`src/rtl/holdoff_ctrl.sv`:
```
module holdoff_ctrl #(
  parameter int HOLD_CYCLES = 20,
  parameter int OP_CYCLES   = 4,
  parameter int AW          = 4,
  parameter int DW          = 8
) (
  input  logic          clk,
  input  logic          rst_n,
  input  logic          cs_n,
  input  logic          rd_n,
  input  logic          wr_n,
  input  logic [AW-1:0] addr,
  input  logic [DW-1:0] wdata,
  input  logic          sw_reset,
  output logic          ack_n,
  output logic [DW-1:0] rdata,
  output logic          holdoff
);
  localparam int DEPTH = 1 << AW;
  localparam int CW    = $clog2(HOLD_CYCLES + 1);
  localparam int OW    = $clog2(OP_CYCLES + 1);
  localparam logic [CW-1:0] HOLD_END = CW'(HOLD_CYCLES);
  localparam logic [OW-1:0] OP_LAST  = OW'(OP_CYCLES - 1);

  typedef enum logic [1:0] {IDLE, BUSY, DONE} state_t;

  state_t         state;
  logic [2:0]     sync1, sync2;
  logic [CW-1:0]  gap_cnt;
  logic [OW-1:0]  op_cnt;
  logic           is_write;
  logic [AW-1:0]  addr_q;
  logic [DW-1:0]  wdata_q;
  logic [DW-1:0]  rdata_q;
  logic [DW-1:0]  regs [DEPTH];

  wire cs_s    = sync2[2];
  wire request = sync2[2] & (sync2[1] | sync2[0]);
  wire gap_ok  = sw_reset || (gap_cnt == HOLD_END);
  wire release_now = (state == DONE) && !cs_s;

  assign ack_n   = (state != DONE);
  assign rdata   = rdata_q;
  assign holdoff = !sw_reset && (gap_cnt != HOLD_END);

  always_ff @(posedge clk or negedge rst_n) begin
    if (!rst_n) begin
      sync1 <= '0;
      sync2 <= '0;
    end else begin
      sync1 <= {~cs_n, ~rd_n, ~wr_n};
      sync2 <= sync1;
    end
  end

  always_ff @(posedge clk or negedge rst_n) begin
    if (!rst_n)
      gap_cnt <= HOLD_END;
    else if (sw_reset)
      gap_cnt <= HOLD_END;
    else if (release_now)
      gap_cnt <= '0;
    else if (gap_cnt != HOLD_END)
      gap_cnt <= gap_cnt + 1'b1;
  end

  always_ff @(posedge clk or negedge rst_n) begin
    if (!rst_n) begin
      state    <= IDLE;
      op_cnt   <= '0;
      is_write <= 1'b0;
      addr_q   <= '0;
      wdata_q  <= '0;
      rdata_q  <= '0;
      for (int i = 0; i < DEPTH; i++) regs[i] <= '0;
    end else begin
      case (state)
        IDLE: if (request && gap_ok) begin
          state    <= BUSY;
          op_cnt   <= '0;
          is_write <= sync2[0] && !sync2[1];
          addr_q   <= addr;
          wdata_q  <= wdata;
        end
        BUSY: if (op_cnt == OP_LAST) begin
          state <= DONE;
          if (is_write) regs[addr_q] <= wdata_q;
          else          rdata_q      <= regs[addr_q];
        end else begin
          op_cnt <= op_cnt + 1'b1;
        end
        DONE: if (!cs_s) state <= IDLE;
        default: state <= IDLE;
      endcase
    end
  end
endmodule


```
`config.mk`:
```
export PLATFORM = sky130hd
export DESIGN_NAME = holdoff_ctrl
export DESIGN_NICKNAME = d
export VERILOG_FILES = /design/src/rtl/holdoff_ctrl.sv
export SDC_FILE = /design/constraint.sdc
export NUM_CORES = 1
export LEC_CHECK = 0
export CAP_MARGIN = 20
export CORE_UTILIZATION = 30
export DETAILED_ROUTE_END_ITERATION = 8
export GPL_TIMING_DRIVEN = 0
export SETUP_SLACK_MARGIN = 0.3
export SLEW_MARGIN = 5
export SYNTH_ARGS = -nofsm -noshare
export SYNTH_HDL_FRONTEND = slang
export SYNTH_SLANG_ARGS = --single-unit
```
`constraint.sdc`:
```
create_clock -name clk -period 2.6 [get_ports clk]
set_input_delay 0.52 -clock clk [delete_from_list [all_inputs] [get_ports clk]]
set_output_delay 0.52 -clock clk [all_outputs]
set_load 0.005 [all_outputs]
```
-- Word level (Yosys, flattened, before mapping)
Cells that the tools add are included.
- word-level logic and storage cells: 79
- output and inout bits: 10
- bits of input ports: 18
- register bits: 165
- magnitude comparators: 2
- bitwise operators: 7
- reductions and logical operators: 17
- add/sub/neg operators: 2
- multiplexer cells: 16
- equal/unequal tests: 10
- operators with widths (kind ; count):
    $bwmux 128 ; 1
    $bmux 8 s4 ; 1
    $demux 8 s4 ; 1
    $mux 8 ; 3
    $mux 5 ; 3
    $reduce_and 3->1 ; 4
    $ne 2x2->1 const B ; 5
    $mux 2 ; 3
    $mux 3 ; 2
    $pmux 2 s3 ; 1
    $pmux 3 s2 ; 1
    $add 5x1->5 const B ; 1
    $eq 5x5->1 const B ; 1
    $ge 5x5->1 const B ; 1
    $logic_and 1x1->1 ; 5
    $lt 5x1->1 const B ; 1
    $ne 5x5->1 const B ; 1
    $not 4->5 ; 1
    $not 1->1 ; 4
    $add 3x1->3 const B ; 1
    $eq 3x2->1 const B ; 1
    $logic_not 1->1 ; 3
    $reduce_bool 3->1 ; 1
    $eq 2x1->1 const B ; 1
    other kinds (7) ; 7

-- Depth between registers and ports, before layout
Gate-level depths: netlist of run 1.
- word-level depth: 6
- mapped depth: 8
- gate-level depth less buffers: 6

-- Worst setup path after synthesis of run 1
Ideal clock, no wire load.
- path type: reg-to-reg
- start point: reg op_cnt[0]
- end point: reg regs[120] in the netlist's numbering
- library setup time: 0.125 ns
- required time: 2.475 ns
- cell stages (with the launch flop): 7
- path slack: 0.616 ns
- arrival time: 1.859 ns
- buffers on the path: 0
- period minus slack after synthesis: 1.984 ns
- cell sequence: dfrtp_1 ha_1 ha_1 and4b_1 nand3_1 nor3_2 mux2_2
- longest elaborated chain between the ends: 2
- RTL lines (what ; RTL line ; RTL):
    start, declared ; 30 ; logic [OW-1:0] op_cnt;
    start signal, assigned ; 90 ; op_cnt <= op_cnt + 1'b1;
    $eq 3x2->1 ; 85 ; BUSY: if (op_cnt == OP_LAST) begin
    $reduce_and 3->1 (no source line) ; -- ;
    end signal, assigned by index ; 87 ; if (is_write) regs[addr_q] <= wdata_q;
    end, declared ; 35 ; logic [DW-1:0] regs [DEPTH];
No other way between the ends.
A chain may end at the register's enable or synchronous reset.

-- Final worst setup path of run 1
- start point: reg addr_q[1]
- end point: reg rdata_q[3], in the netlist rdata[3]
- longest elaborated chain between the ends: 4
- RTL lines (what ; RTL line ; RTL):
    start, declared ; 32 ; logic [AW-1:0] addr_q;
    start signal, assigned ; 82 ; addr_q <= addr;
    $not 4->5 (implied by the code) ; 88 ; else rdata_q <= regs[addr_q];
    $bmux 8 s4 ; 88 ;
    $mux 8 (implied by the code) (2 in series) ; 88 ;
    end signal, assigned ; 88 ;
    end, declared ; 34 ; logic [DW-1:0] rdata_q;
No other way between the ends. The select of a mux whose other input is x is not followed.

==> flow_summary_export.csv, run 1 <==
group,metric,value,unit
setup_path,critPathKind,"reg -> reg",
setup_path,r2r_cells,5,
finish,utilization,37.3,%
floorplan,core_area,23600,um^2
timing,post-route-min-period,2.34,ns
power,switching_share,32.2,%
synthesis,synth_top_cell_by_area,"dfrtp_1",
synthesis,ys_ff_latch,165,
setup_path,path_cells,"buf_2, buf_1, mux4_2, o21ai_0, o21ai_0",
route,drc,0,
synthesis,synth_top_area_share,56.0,%
timing,setup_viol,0,
global_route,grt_pass1_wl,26600,um
job,drv_cap,0,
setup_path,cp-start-kind,"flip-flop",
place,portBuffers,27,
timing,worst_slew_pin_slew,0.740,ns
synthesis,synth_area,7280,um^2
floorplan,die_area,24900,um^2
power,combPwrFrac,28.0,%
floorplan,ios,28,
synthesis,synth_edf_count,0,
global_route,grtUsageTotal,14.7,%
floorplan,row_count,56,
power,power,0.00816,W
cts,cts_tree,"done",
floorplan,start_util,30.8,%
timing,hold_viol_final,0,
route,totalWireLength,16700,um
cts,htreeDepth,4,
global_route,grt_overflow,0,
global_route,grt_pass1_vias,4623,
route,wire_per_inst,19.3,um
synthesis,synth_nets,500,
min_path,hold_path_class,"in -> async",
cts,cts-root-buf,"clkbuf_16",
power,switchingPower,0.00263,W
setup_path,endpoint_kind,"flip-flop",
synthesis,yosysUniqueCellTypes,36,
setup_path,timing.rr.start,"addr_q[1]$_DFFE_PN0P_",
setup_path,r2r_slack,0.26,ns
setup_path,crit_path_frequent_cell,"o21ai_0",
timing,rsz0062_at_grt,"true",
timing,fin_crit_sh,90.0,%
finish,drive_gt1_share,47.2,%
synthesis,synth_common_cells,"dfrtp_1 (163), mux2_2 (146), mux4_2 (32)",
route,drtIter0Drc,198,
setup_path,max_stage_delay,0.61,ns
synthesis,synthTopCellsByArea,"dfrtp_1 (56%), mux2_2 (23%), mux4_2 (9.9%)",
cts,cts_buffer_depth,2,
setup_path,cp_slowest_cell,"buf_1",
run_status,status,"complete, no violations",
finish,final.fill_count,2240,
place,place_congestion,0.763,
setup_path,critPathArrivalTime,2.64,ns
synthesis,ys.flop_type,"dfrtp_1",
setup_path,worst_ep_required_time,2.90,ns
setup_path,worstSetupEndpoint,"rdata[3]$_DFFE_PN0P_",
route,ant_nets,0,
power,intPower,0.00553,W
timing,relSlewSlack,50.7,%
route,viasPerCell,4.90,
setup_path,worst-path-buf-inv,2,
cts,clkLatencyLatePin,0.43,ns
cts,cts.sinks,165,
power,pwr-share-clk,29.7,%
place,dp_hpwl,11000,um
cts,cts_buffers,17,
setup_path,crit_start,"addr_q[1]$_DFFE_PN0P_",
synthesis,yosysWarnings,0,
power,leakage,4.02,nW
route,vias,4240,
synthesis,yosysMostFrequentCell,"dfrtp_1",
timing,slew_violations,0,
setup_path,cp_num_cells,5,
finish,diodes,0,
power,ir_worst_vdd,0.000415,V
setup_path,crit_family,"buffers and inverters",
synthesis,postSynthAreaPerCell,15.2,um^2
finish,syn_to_final_growth,20.9,%
floorplan,die-height,158,um
power,seq_power_share,42.4,%
finish,fin_nets,559,
setup_path,cp_max_fo,10,
timing,fmax,0.427,GHz
floorplan,dieWidth,158,um
global_route,antenna_found_initial,0,
global_route,grt_max_degree,111,
synthesis,syn_inst,478,
cts,clkTransAtPathRegs,0.06,ns
setup_path,reg2reg_to,"rdata[3]$_DFFE_PN0P_",
synthesis,async_flop_share,100,%
route,drt-pass1-iter-count,4,
timing,fin_skew,0.0124,ns
synthesis,yosysSeqAreaShare,56.7,%
power,cellPowerDensity,927,nW/um^2
==> power groups by stage <==
stage / Sequential [W] / Combinational [W] / Clock (W)
CTS: 0.00344 / 0.00222 / 0.00246
floorplan: 0.00331 / 0.00146 / 0
finish: 0.00346 / 0.00228 / 0.00242
detailed placement: 0.00348 / 0.00216 / 0
global route: 0.00353 / 0.00248 / 0.00258
global placement: 0.00345 / 0.00209 / 0
==> area by class of cell <==
| type | count | area (um^2) | area share, % |
|---|---|---|---|
| plain buffers | 25 | 125 | 1.42 |
| clock buffers | 20 | 457 | 5.19 |
| clock inverters | 9 | 105 | 1.19 |
| inverters | 12 | 45.0 | 0.512 |
| multi-input cells | 276 | 3100 | 35.2 |
| flip-flops and latches | 165 | 4130 | 46.9 |
| well taps | 319 | 399 | 4.53 |
| repair buffers | 40 | 442 | 5.02 |
==> timing repair <==
| action | CTS | global route |
|---|---|---|
| hold buffers | 0 | 0 |
| endpoints found under the setup margin | 80 | 118 |
| pin swaps | 1 | 7 |
| resized for setup | 10 | 19 |
| cloned | 0 | 0 |
| hold endpoints to repair | 0 | 0 |
| buffers inserted | 4 | 8 |
==> worst reg2reg max path: stages, from the launching register on <==
cell and delay, ns:
dfrtp_1 0.37, buf_2 0.36, buf_1 0.62, mux4_2 0.44, o21ai_0 0.31, o21ai_0 0.12
==> sequential cells by signal, indices dropped and copies added, names as in the netlist <==
signal / cells
regs: 128
rdata: 8
wdata_q: 8
gap_cnt: 5
addr_q: 4
op_cnt: 3
sync1: 3
sync2: 3
state: 2
is_write: 1
==> how the worst min path moves through the flow <==
stage	from	to	depth (start not counted)
after global placement	sync1[2]$_DFF_PN0_	sync2[2]$_DFF_PN0_	0
after global routing	rst_n	regs[106]$_DFFE_PN0P_	1
after detailed placement	sync1[1]$_DFF_PN0_	sync2[1]$_DFF_PN0_	0
after floorplan	rst_n	addr_q[0]$_DFFE_PN0P_	0
after CTS	rst_n	wdata_q[2]$_DFFE_PN0P_	1
final	rst_n	wdata_q[2]$_DFFE_PN0P_	1
==> per-stage QoR <==
step	setup TNS, ns	cell area, um^2	hold slack (ns)	instances	setup slack (ns)
after global placement	-862.63	7950	0.335	824	-5.26
after global routing	0	8800	0.0264	866	0.190
after CTS	0	8620	0.0180	858	0.212
after floorplan	0	7280	0.224	478	0.616
final	0	8800	0.00656	866	0.261
after detailed placement	0	7990	0.339	825	0.0908
==> cell families after synthesis <==
kind of cell | Yosys count | synth area share [%]
simple gates | 56 | 4.33
flops | 165 | 56.7
xor+xnor | 4 | 0.481
buf+inv | 37 | 2.16
compound gates | 31 | 2.73
fa+ha+maj | 4 | 0.687
mux | 181 | 32.9
==> layer usage <==
layer | routed length (um) | GRT usage (%) | up-vias
met5 | 0 | 0 | -
met4 | 179 | 5.41 | 0
met3 | 789 | 3.48 | 11
met2 | 8340 | 24.2 | 97
met1 | 7390 | 18.8 | 2257
li1 | - | - | 1875
==> placed cells by master (no fill, tap or decap), types with 4 or more instances in the layout <==
cell             synthesis  layout
ha_1                     4       4
o21ai_0                 17      17
nand2_1                  7       7
a22oi_1                  6       6
nand3_1                  9       6
dfrtp_1                163     163
buf_2                    9       7
nor2_2                  12       4
nor2_4                   0      10
clkinv_2                 0       4
nor2_1                  11       9
inv_1                   11      10
mux4_2                  32      32
buf_12                   0       4
clkbuf_16                0      17
clkdlybuf4s50_1          0      25
mux2_2                 146     146
clkbuf_1                13      13
buf_4                    2      11
Note: power is estimated with default switching activity, not from simulation.
==> run 2: changes to the inputs <==
--- a/config.mk
+++ b/config.mk
@@ -5,7 +5,7 @@
 export SDC_FILE = /design/constraint.sdc
 export NUM_CORES = 1
 export LEC_CHECK = 0
-export CAP_MARGIN = 20
+export CAP_MARGIN = 30
 export CORE_UTILIZATION = 30
 export DETAILED_ROUTE_END_ITERATION = 8
 export GPL_TIMING_DRIVEN = 0
==> results of run 2 <==
Same layout as run 1: the final DEF is identical, and so are final timing and power.
